==> src/rtl/alu_pkg.sv <==
// Package: shared encodings for the ripple ALU.
// Assumes a fixed three-bit function code; the datapath width is set by
// the top module parameter.
package alu_pkg;

    localparam int OP_W = 3;

    // Function codes seen at the ALU boundary.
    typedef enum logic [OP_W-1:0] {
        FN_AND = 3'b000,
        FN_OR  = 3'b001,
        FN_ADD = 3'b010,
        FN_SUB = 3'b110,
        FN_SLT = 3'b111
    } alu_fn_e;

    // Per-slice output selector.
    typedef enum logic [1:0] {
        PICK_AND  = 2'd0,
        PICK_OR   = 2'd1,
        PICK_SUM  = 2'd2,
        PICK_LESS = 2'd3
    } slice_pick_e;

endpackage

==> src/rtl/alu_op_decode.sv <==
// Module: alu_op_decode
// Turns the function code into slice controls. The upper code bit is the
// operand-B invert and low carry-in. Undefined codes clear the legal flag.
module alu_op_decode
    import alu_pkg::*;
(
    input  logic [OP_W-1:0] op_i,
    output logic            legal_o,
    output logic            b_inv_o,
    output slice_pick_e     pick_o
);

    // Top code bit drives the B inversion for every code.
    assign b_inv_o = op_i[OP_W-1];

    // Map each defined code to a slice selection; flag the rest.
    always_comb begin
        legal_o = 1'b1;
        pick_o  = PICK_AND;
        case (op_i)
            FN_AND:  pick_o = PICK_AND;
            FN_OR:   pick_o = PICK_OR;
            FN_ADD:  pick_o = PICK_SUM;
            FN_SUB:  pick_o = PICK_SUM;
            FN_SLT:  pick_o = PICK_LESS;
            default: legal_o = 1'b0;
        endcase
    end

endmodule

==> src/rtl/alu_bit_slice.sv <==
// Module: alu_bit_slice
// One bit of the datapath: optional B inversion, full adder, and a
// four-way result selector. Assumes carry and less are wired by the parent.
module alu_bit_slice
    import alu_pkg::*;
(
    input  logic        a_i,
    input  logic        b_i,
    input  logic        b_inv_i,
    input  logic        carry_i,
    input  logic        less_i,
    input  slice_pick_e pick_i,
    output logic        result_o,
    output logic        sum_o,
    output logic        carry_o
);

    logic b_eff;

    // Conditionally inverted B operand.
    assign b_eff = b_i ^ b_inv_i;

    // Full adder: sum and majority carry.
    assign sum_o   = a_i ^ b_eff ^ carry_i;
    assign carry_o = (a_i & b_eff) | (a_i & carry_i) | (b_eff & carry_i);

    // Result selector across the four slice sources.
    always_comb begin
        case (pick_i)
            PICK_AND:  result_o = a_i & b_eff;
            PICK_OR:   result_o = a_i | b_eff;
            PICK_SUM:  result_o = sum_o;
            default:   result_o = less_i;
        endcase
    end

endmodule

==> src/rtl/alu_flag_gen.sv <==
// Module: alu_flag_gen
// Produces zero, overflow and carry flags from the gated result and the
// carries around the most significant slice. All flags clear when the
// function code is undefined.
module alu_flag_gen #(
    parameter int WIDTH = 32
) (
    input  logic             legal_i,
    input  logic [WIDTH-1:0] result_i,
    input  logic             msb_carry_in_i,
    input  logic             msb_carry_out_i,
    output logic             zero_o,
    output logic             overflow_o,
    output logic             carry_o
);

    // Zero detect over the whole word.
    assign zero_o     = legal_i & ~(|result_i);
    // Signed overflow from the carries entering and leaving the top slice.
    assign overflow_o = legal_i & (msb_carry_in_i ^ msb_carry_out_i);
    // Unsigned carry out of the chain.
    assign carry_o    = legal_i & msb_carry_out_i;

endmodule

==> src/rtl/ripple_alu.sv <==
// Module: ripple_alu (top)
// Combinational WIDTH-bit ALU built from chained one-bit slices. Carries
// ripple slice to slice; the top slice's sum returns to slice 0's less
// input for the compare. Assumes WIDTH >= 2.
module ripple_alu
    import alu_pkg::*;
#(
    parameter int WIDTH = 32
) (
    input  logic [WIDTH-1:0] a_i,
    input  logic [WIDTH-1:0] b_i,
    input  logic [2:0]       op_i,
    output logic [WIDTH-1:0] result_o,
    output logic             zero_o,
    output logic             overflow_o,
    output logic             carry_o
);

    localparam int MSB = WIDTH - 1;

    logic        legal;
    logic        b_inv;
    slice_pick_e pick;
    logic [WIDTH-1:0] raw_result;
    logic        msb_cin;
    logic        msb_cout;
    logic        msb_sum;

    alu_op_decode u_decode (
        .op_i    (op_i),
        .legal_o (legal),
        .b_inv_o (b_inv),
        .pick_o  (pick)
    );

    // Slice chain; per-slice scalars keep the ripple as discrete nets.
    for (genvar i = 0; i < WIDTH; i++) begin : g_slice
        logic c_in;
        logic c_out;
        logic s;
        logic r;
        logic lss;

        if (i == 0) begin : g_lsb
            // Low slice: carry-in from the invert control, less from the top sum.
            assign c_in = b_inv;
            assign lss  = msb_sum;
        end else begin : g_upper
            // Upper slices: carry from the neighbour, less tied low.
            assign c_in = g_slice[i-1].c_out;
            assign lss  = 1'b0;
        end

        alu_bit_slice u_slice (
            .a_i      (a_i[i]),
            .b_i      (b_i[i]),
            .b_inv_i  (b_inv),
            .carry_i  (c_in),
            .less_i   (lss),
            .pick_i   (pick),
            .result_o (r),
            .sum_o    (s),
            .carry_o  (c_out)
        );

        // Collect the slice result into the word.
        assign raw_result[i] = r;
    end

    // Taps around the most significant slice.
    assign msb_cin  = g_slice[MSB].c_in;
    assign msb_cout = g_slice[MSB].c_out;
    assign msb_sum  = g_slice[MSB].s;

    // Undefined codes force the result to zero.
    assign result_o = legal ? raw_result : '0;

    alu_flag_gen #(.WIDTH(WIDTH)) u_flags (
        .legal_i         (legal),
        .result_i        (result_o),
        .msb_carry_in_i  (msb_cin),
        .msb_carry_out_i (msb_cout),
        .zero_o          (zero_o),
        .overflow_o      (overflow_o),
        .carry_o         (carry_o)
    );

endmodule

==> config.mk <==
export PLATFORM = sky130hd
export DESIGN_NAME = ripple_alu
export DESIGN_NICKNAME = d
export VERILOG_FILES = /design/src/rtl/alu_pkg.sv /design/src/rtl/alu_op_decode.sv /design/src/rtl/alu_bit_slice.sv /design/src/rtl/alu_flag_gen.sv /design/src/rtl/ripple_alu.sv
export SDC_FILE = /design/constraint.sdc
export NUM_CORES = 1
export LEC_CHECK = 0
export BUFFER_PORTS_ARGS = -buffer_cell sky130_fd_sc_hd__buf_2
export CAP_MARGIN = 20
export CORE_UTILIZATION = 29
export DETAILED_ROUTE_END_ITERATION = 6
export GPL_TIMING_DRIVEN = 0
export SLEW_MARGIN = 20
export SYNTH_ARGS = -nofsm -noshare
export SYNTH_HDL_FRONTEND = slang
export SYNTH_SLANG_ARGS = --single-unit
==> constraint.sdc <==
create_clock -name vclk -period 32
set_clock_uncertainty 0.1 [all_clocks]
set_input_delay 3.2 -clock vclk [all_inputs]
set_output_delay 3.2 -clock vclk [all_outputs]
set_load 0.05 [all_outputs]
==> Word level (Yosys, flattened, before mapping) <==
Index checks and enable logic that the tools add are counted.
{ "totals": {"regBits": 0, "input_bits": 67, "output_inout_bits": 35, "elab_cells": 339} }
{ "classes": {"eq_ne": 6, "muxes": 35, "bitwise": 293, "reduce_logical": 5} }
{ "op_table": {"columns": ["operator", "count"], "rows": [
  ["AND 1 bit", 99],
  ["bitwise XOR 1 bit", 97],
  ["OR 1 bit", 96],
  ["case mux 1 bit (3 select lines)", 32],
  ["two-way mux 32 bit", 1],
  ["OR reduction 32 bit", 1],
  ["equality test 3 bit (second input constant)", 2],
  ["case mux 2 bit (3 select lines)", 1],
  ["OR reduction 5 bit", 1],
  ["equality test 3 x 1 -> 1 bit (second input constant)", 1],
  ["equality test 3 x 2 -> 1 bit (second input constant)", 1],
  ["logical NOT 3 bit", 1],
  ["equality test 2 x 1 -> 1 bit (second input constant)", 1],
  ["equality test 2 bit (second input constant)", 1],
  ["logical NOT 2 bit", 1],
  ["OR reduction 2 bit", 1],
  ["two-way mux 1 bit", 1],
  ["inverter 1 bit", 1]
]} }

==> Logic depth before layout (Yosys ltp) <==
{ "logic_depth": {"depth_word": 100, "depth_mapped": 45, "mapped_depth_nobuf": 41} }

==> By module <==
A second synthesis with hierarchy kept.
{ "hier_totals": {"cells_unflattened": 410, "hier_area_um2": 3577.2} }
{ "by_module_without_submodules": {"columns": ["mod", "instances", "cells_per_inst", "area_each_um2", "seq_area_each_um2"], "rows": [
  ["alu_bit_slice", 32, 11, 98.8, 0.0],
  ["ripple_alu", 1, 36, 259.0, 0.0],
  ["alu_flag_gen", 1, 15, 106.4, 0.0],
  ["alu_op_decode", 1, 7, 48.8, 0.0]
]} }

==> Worst setup path after synthesis <==
Ideal clock, no wire load.
{ "synth_timing": {"path_kind": "input -> output", "startpoint": "in op_i[2]", "endpoint": "out zero_o", "arrival_time_ns": 17.664, "t_required_ns": 28.700, "setup_slack_ns": 11.036, "stages": 45, "n_path_buf": 4, "path_cell_list": "buf_2 buf_2 buf_2 buf_2 xor2_1 inv_1 fa_1 inv_1 fa_1 fa_1 fa_1 fa_1 fa_1 fa_1 fa_1 fa_1 fa_1 fa_1 [9 not listed] fa_1 fa_1 fa_1 fa_1 fa_1 fa_1 fa_1 fa_1 fa_1 inv_1 fa_1 inv_1 fa_1 nand2_1 a31oi_1 o221a_1 or4b_1 nor4_2"} }
{ "synth_between": {"elab_chain_len": 100, "elab_cells_between_ends": 332, "cone_classes": "eq/ne: 6; mux: 35; bitwise: 286; reduce/logical: 5"} }
{ "synth_rtl": {"columns": ["item", "line", "source"], "rows": [
  ["start, declared", "ripple_alu.sv:12", "input logic [2:0] op_i,"],
  ["bitwise XOR 1 bit", "alu_bit_slice.sv:21", "assign b_eff = b_i ^ b_inv_i;"],
  ["AND 1 bit", "alu_bit_slice.sv:25, alu_bit_slice.sv:30", null],
  ["OR 1 bit (2 in a row)", "alu_bit_slice.sv:25", "assign carry_o = (a_i & b_eff) | (a_i & carry_i) | (b_eff & carry_i);"],
  ["AND 1 bit", "alu_bit_slice.sv:25", null],
  ["OR 1 bit (2 in a row)", "alu_bit_slice.sv:25", null],
  ["AND 1 bit", "alu_bit_slice.sv:25", null],
  ["OR 1 bit (2 in a row)", "alu_bit_slice.sv:25", null],
  ["AND 1 bit", "alu_bit_slice.sv:25", null],
  ["[81 not listed]", null, null],
  ["OR 1 bit (2 in a row)", "alu_bit_slice.sv:25", null],
  ["bitwise XOR 1 bit", "alu_bit_slice.sv:24", "assign sum_o = a_i ^ b_eff ^ carry_i;"],
  ["case mux 1 bit (3 select lines)", "alu_bit_slice.sv:29", "case (pick_i)"],
  ["two-way mux 32 bit (*)", "ripple_alu.sv:76", "assign result_o = legal ? raw_result : '0;"],
  ["net result_o[0]", "ripple_alu.sv:13", "output logic [WIDTH-1:0] result_o,"],
  ["OR reduction 32 bit (*)", "alu_flag_gen.sv:18", "assign zero_o = legal_i & ~(|result_i);"],
  ["inverter 1 bit (*)", "alu_flag_gen.sv:18", null],
  ["AND 1 bit (*)", "alu_flag_gen.sv:18", null],
  ["end, declared", "ripple_alu.sv:14", "output logic zero_o,"]
]} }
The timed path passes the listed nets; every way through them passes the cells marked *.

==> Final worst setup path <==
{ "layout_timing": {"startpoint": "in op_i[2]", "endpoint": "out zero_o"} }
{ "layout_between": {"elab_chain_len": 100, "elab_cells_between_ends": 332, "cone_classes": "eq/ne: 6; mux: 35; bitwise: 286; reduce/logical: 5"} }
{ "layout_rtl": {"columns": ["item", "line"], "rows": [
  ["bitwise XOR 1 bit", "alu_bit_slice.sv:21"],
  ["AND 1 bit", "alu_bit_slice.sv:25, alu_bit_slice.sv:30"],
  ["OR 1 bit (2 in a row)", "alu_bit_slice.sv:25"],
  ["AND 1 bit", "alu_bit_slice.sv:25"],
  ["OR 1 bit (2 in a row)", "alu_bit_slice.sv:25"],
  ["AND 1 bit", "alu_bit_slice.sv:25"],
  ["OR 1 bit (2 in a row)", "alu_bit_slice.sv:25"],
  ["AND 1 bit", "alu_bit_slice.sv:25"],
  ["[80 not listed]", null],
  ["AND 1 bit", "alu_bit_slice.sv:25"],
  ["OR 1 bit (2 in a row)", "alu_bit_slice.sv:25"],
  ["bitwise XOR 1 bit", "alu_bit_slice.sv:24"],
  ["case mux 1 bit (3 select lines)", "alu_bit_slice.sv:29"],
  ["two-way mux 32 bit", "ripple_alu.sv:76"],
  ["OR reduction 32 bit", "alu_flag_gen.sv:18"],
  ["inverter 1 bit", "alu_flag_gen.sv:18"],
  ["AND 1 bit (*)", "alu_flag_gen.sv:18"]
]} }
Every way passes the cells marked *; elsewhere a longest branch is shown, timed or not.

==> impl_metrics.xml <==
<?xml version="1.0" encoding="UTF-8"?>
<metrics>
  <group name="final_layout">
    <metric name="area_occupied_by_multi_input_gates" unit="um2">2640</metric>
    <metric name="ff_latch_area" unit="um2">0</metric>
    <metric name="fraction_of_final_layout_cells_sized_beyond_drive_strength_1" unit="%">30.3</metric>
    <metric name="stdcell_count" unit="">585</metric>
    <metric name="layout.cells.most_common_list" unit="">sky130_fd_sc_hd__buf_2 (109), sky130_fd_sc_hd__inv_1 (69), sky130_fd_sc_hd__ha_1 (64)</metric>
    <metric name="fillerInstances" unit="">1116</metric>
    <metric name="area.growth.synth_to_final" unit="%">21.9</metric>
    <metric name="finish.net_count" unit="">613</metric>
    <metric name="final_common_cell" unit="">sky130_fd_sc_hd__buf_2</metric>
    <metric name="antenna_cells_inserted" unit="">0</metric>
    <metric name="clockBufferCount" unit="">0</metric>
    <metric name="numSequentialCells" unit="">0</metric>
  </group>
  <group name="routing">
    <metric name="drt_drc_violations_left" unit="">0</metric>
    <metric name="route.vias.total" unit="">2701</metric>
    <metric name="ant_nets" unit="">0</metric>
    <metric name="drt-total-wl" unit="mm">8.81</metric>
    <metric name="drt_first_iter_violations" unit="">48</metric>
    <metric name="drt_pre_antenna_iters" unit="">4</metric>
    <metric name="routed_via_density" unit="">4.62</metric>
    <metric name="dr_wl_cell" unit="um">15.1</metric>
  </group>
  <group name="placed_design">
    <metric name="final_replace_weighted_congestion" unit="">0.804</metric>
    <metric name="dp_cells" unit="">585</metric>
    <metric name="io_buffer_count" unit="">100</metric>
    <metric name="place_hpwl" unit="mm">7.33</metric>
  </group>
  <group name="synthesis">
    <metric name="post_synth.cell_area_avg" unit="um2">8.79</metric>
    <metric name="ys_warn_count" unit="">0</metric>
    <metric name="postSynthNetCount" unit="">511</metric>
    <metric name="synth.distinct_cells" unit="">36</metric>
    <metric name="number_of_instances_in_the_synthesized_netlist" unit="">349</metric>
    <metric name="ys_seq_area_share" unit="%">0</metric>
    <metric name="synthesis.area" unit="um2">3070</metric>
  </group>
  <group name="timing">
    <metric name="worst_max_slew_pin_slew" unit="ps">630</metric>
    <metric name="min_period_over_period" unit="%">67.5</metric>
    <metric name="rsz0062_at_grt" unit="">no</metric>
    <metric name="final_hold_viol_count" unit="">0</metric>
    <metric name="fin_tns_setup" unit="ps">0</metric>
    <metric name="final_max_slew_viol_count" unit="">0</metric>
    <metric name="tmin_final" unit="ps">21590</metric>
    <metric name="finalSetupViolCount" unit="">0</metric>
    <metric name="maxClockFrequency" unit="MHz">46.3</metric>
    <metric name="maxSlewHeadroom" unit="%">57.8</metric>
  </group>
  <group name="critical_path">
    <metric name="timing.critical_path.fanout_max" unit="">10</metric>
    <metric name="startpoint_type" unit="">input pin</metric>
    <metric name="path_class" unit="">in -&gt; out</metric>
    <metric name="timing.critical_path.to_type" unit="">output port</metric>
    <metric name="worstSetupStartpoint" unit="">op_i[2]</metric>
    <metric name="critical_path.endpoint" unit="">zero_o</metric>
    <metric name="worst_path_largest_cell_delay" unit="ps">480</metric>
    <metric name="cell_with_the_largest_stage_delay_on_the_worst_path" unit="">sky130_fd_sc_hd__fa_1</metric>
    <metric name="worstPathArrival" unit="ps">18290</metric>
    <metric name="timing.critical_path.mode_cell" unit="">sky130_fd_sc_hd__fa_1</metric>
    <metric name="worst-endpoint-required" unit="ps">28700</metric>
  </group>
  <group name="clocking">
    <metric name="cts_hold_repair.buffers" unit="">0</metric>
    <metric name="post_cts_buffers" unit="">0</metric>
    <metric name="cts-resized-gates" unit="">0</metric>
  </group>
  <group name="floorplanning">
    <metric name="core" unit="um2">10300</metric>
    <metric name="ios" unit="">102</metric>
    <metric name="design.die.area" unit="um2">11000</metric>
    <metric name="initial_utilization" unit="%">29.9</metric>
    <metric name="die_y" unit="um">105</metric>
    <metric name="rows" unit="">37</metric>
    <metric name="dieWidth" unit="um">105</metric>
  </group>
  <group name="power">
    <metric name="power.leakage" unit="nW">2.04</metric>
    <metric name="maximum_ir_drop_on_the_vdd_rail" unit="V">0.0000124</metric>
    <metric name="p_per_area" unit="nW/um2">22.3</metric>
    <metric name="finalPower" unit="mW">0.0832</metric>
  </group>
  <group name="grt">
    <metric name="grt.overflow.total" unit="">0</metric>
    <metric name="track_usage" unit="%">15.9</metric>
    <metric name="global_route_wire_length_before_repair" unit="mm">14.0</metric>
    <metric name="grt_antenna_before_repair" unit="">0</metric>
    <metric name="via_count_of_the_first_global_routing_pass" unit="">2731</metric>
    <metric name="pin_count_of_the_biggest_net_entering_global_routing" unit="">11</metric>
  </group>
  <group name="worst_hold_path">
    <metric name="hold_depth" unit="">5</metric>
    <metric name="hold_crit_path_type" unit="">in -&gt; out</metric>
    <metric name="worstHoldStart" unit="">a_i[12]</metric>
  </group>
  <group name="status">
    <metric name="outcome" unit="">complete, no violations</metric>
  </group>
  <group name="run">
    <metric name="drv.max_cap_violation_count" unit="">0</metric>
  </group>
</metrics>
## Yosys cell counts, types with 2 or more instances
library cell	number	area, um2
sky130_fd_sc_hd__or4b_1	15	150
sky130_fd_sc_hd__or2_2	6	37.5
sky130_fd_sc_hd__fa_1	31	621
sky130_fd_sc_hd__buf_2	9	45.0
sky130_fd_sc_hd__nand2_1	9	33.8
sky130_fd_sc_hd__buf_6	8	90.1
sky130_fd_sc_hd__nand4_1	2	12.5
sky130_fd_sc_hd__nor4_1	7	43.8
sky130_fd_sc_hd__ha_1	64	801
sky130_fd_sc_hd__nand3b_2	2	22.5
sky130_fd_sc_hd__xor2_1	33	289
sky130_fd_sc_hd__or3b_1	8	70.1
sky130_fd_sc_hd__or4b_2	4	40.0
sky130_fd_sc_hd__o211ai_1	17	128
sky130_fd_sc_hd__a21oi_1	7	35.0
sky130_fd_sc_hd__a22oi_1	6	45.0
sky130_fd_sc_hd__o22ai_1	6	37.5
sky130_fd_sc_hd__inv_1	69	259
sky130_fd_sc_hd__buf_4	4	30.0
sky130_fd_sc_hd__nor2_1	13	48.8
sky130_fd_sc_hd__nand3b_1	14	105
## worst max-delay path: cells and delay by family
kind / cells / cell delay (ps)
xor gates and xnor gates: 1 / 140
buffers and inverters: 9 / 1730
adders and majority gates: 31 / 11990
AOI/OAI and AO/OA: 1 / 120
and+or+nand+nor: 4 / 1090
## cells by family after synthesis
logic type	after synthesis	synth area share (%)
mux	1	0.326
buf+inv	91	13.9
fa+ha+maj	95	46.3
xor+xnor	33	9.42
compound gates	44	10.3
simple gates	85	19.7
## per-layer routing
metal / track usage (%) / vias up / routed length, um
met5: 0 / - / 0
met4: 0.402 / 0 / 23
met3: 1.37 / 2 / 368
met2: 29.6 / 64 / 4420
met1: 21.0 / 1302 / 4000
li1: - / 1333 / -
## worst min path at each step
stage | to | slack (ps)
4_1_cts | result_o[22] | 6910
2_1_floorplan | result_o[31] | 6770
3_5_place_dp | result_o[22] | 6910
6_report | result_o[12] | 6920
3_3_place_gp | result_o[22] | 6900
5_1_grt | result_o[22] | 6930
## cell type report
class	instances	area share (%)
well taps	136	4.55
repair buffers	100	13.4
inverters	69	6.93
plain buffers	22	4.52
multi-input cells	258	70.6
## stage by stage
step | hold slack, ps | setup WS (ps) | utilization [%] | area, um2
floorplan | 6770 | 11040 | - | 3070
global placement | 6900 | 10350 | 36.4 | 3740
detailed placement | 6910 | 10420 | 36.4 | 3740
CTS | 6910 | 10330 | 36.4 | 3740
global route | 6930 | 9730 | 36.4 | 3740
finish | 6920 | 10410 | 36.4 | 3740
## power breakdown
group / switching, mW / internal, mW
Combinational: 0.0553 / 0.0280
Clock: 0 / 0
Sequential: 0 / 0
Note: power is estimated with default switching activity, not from simulation.
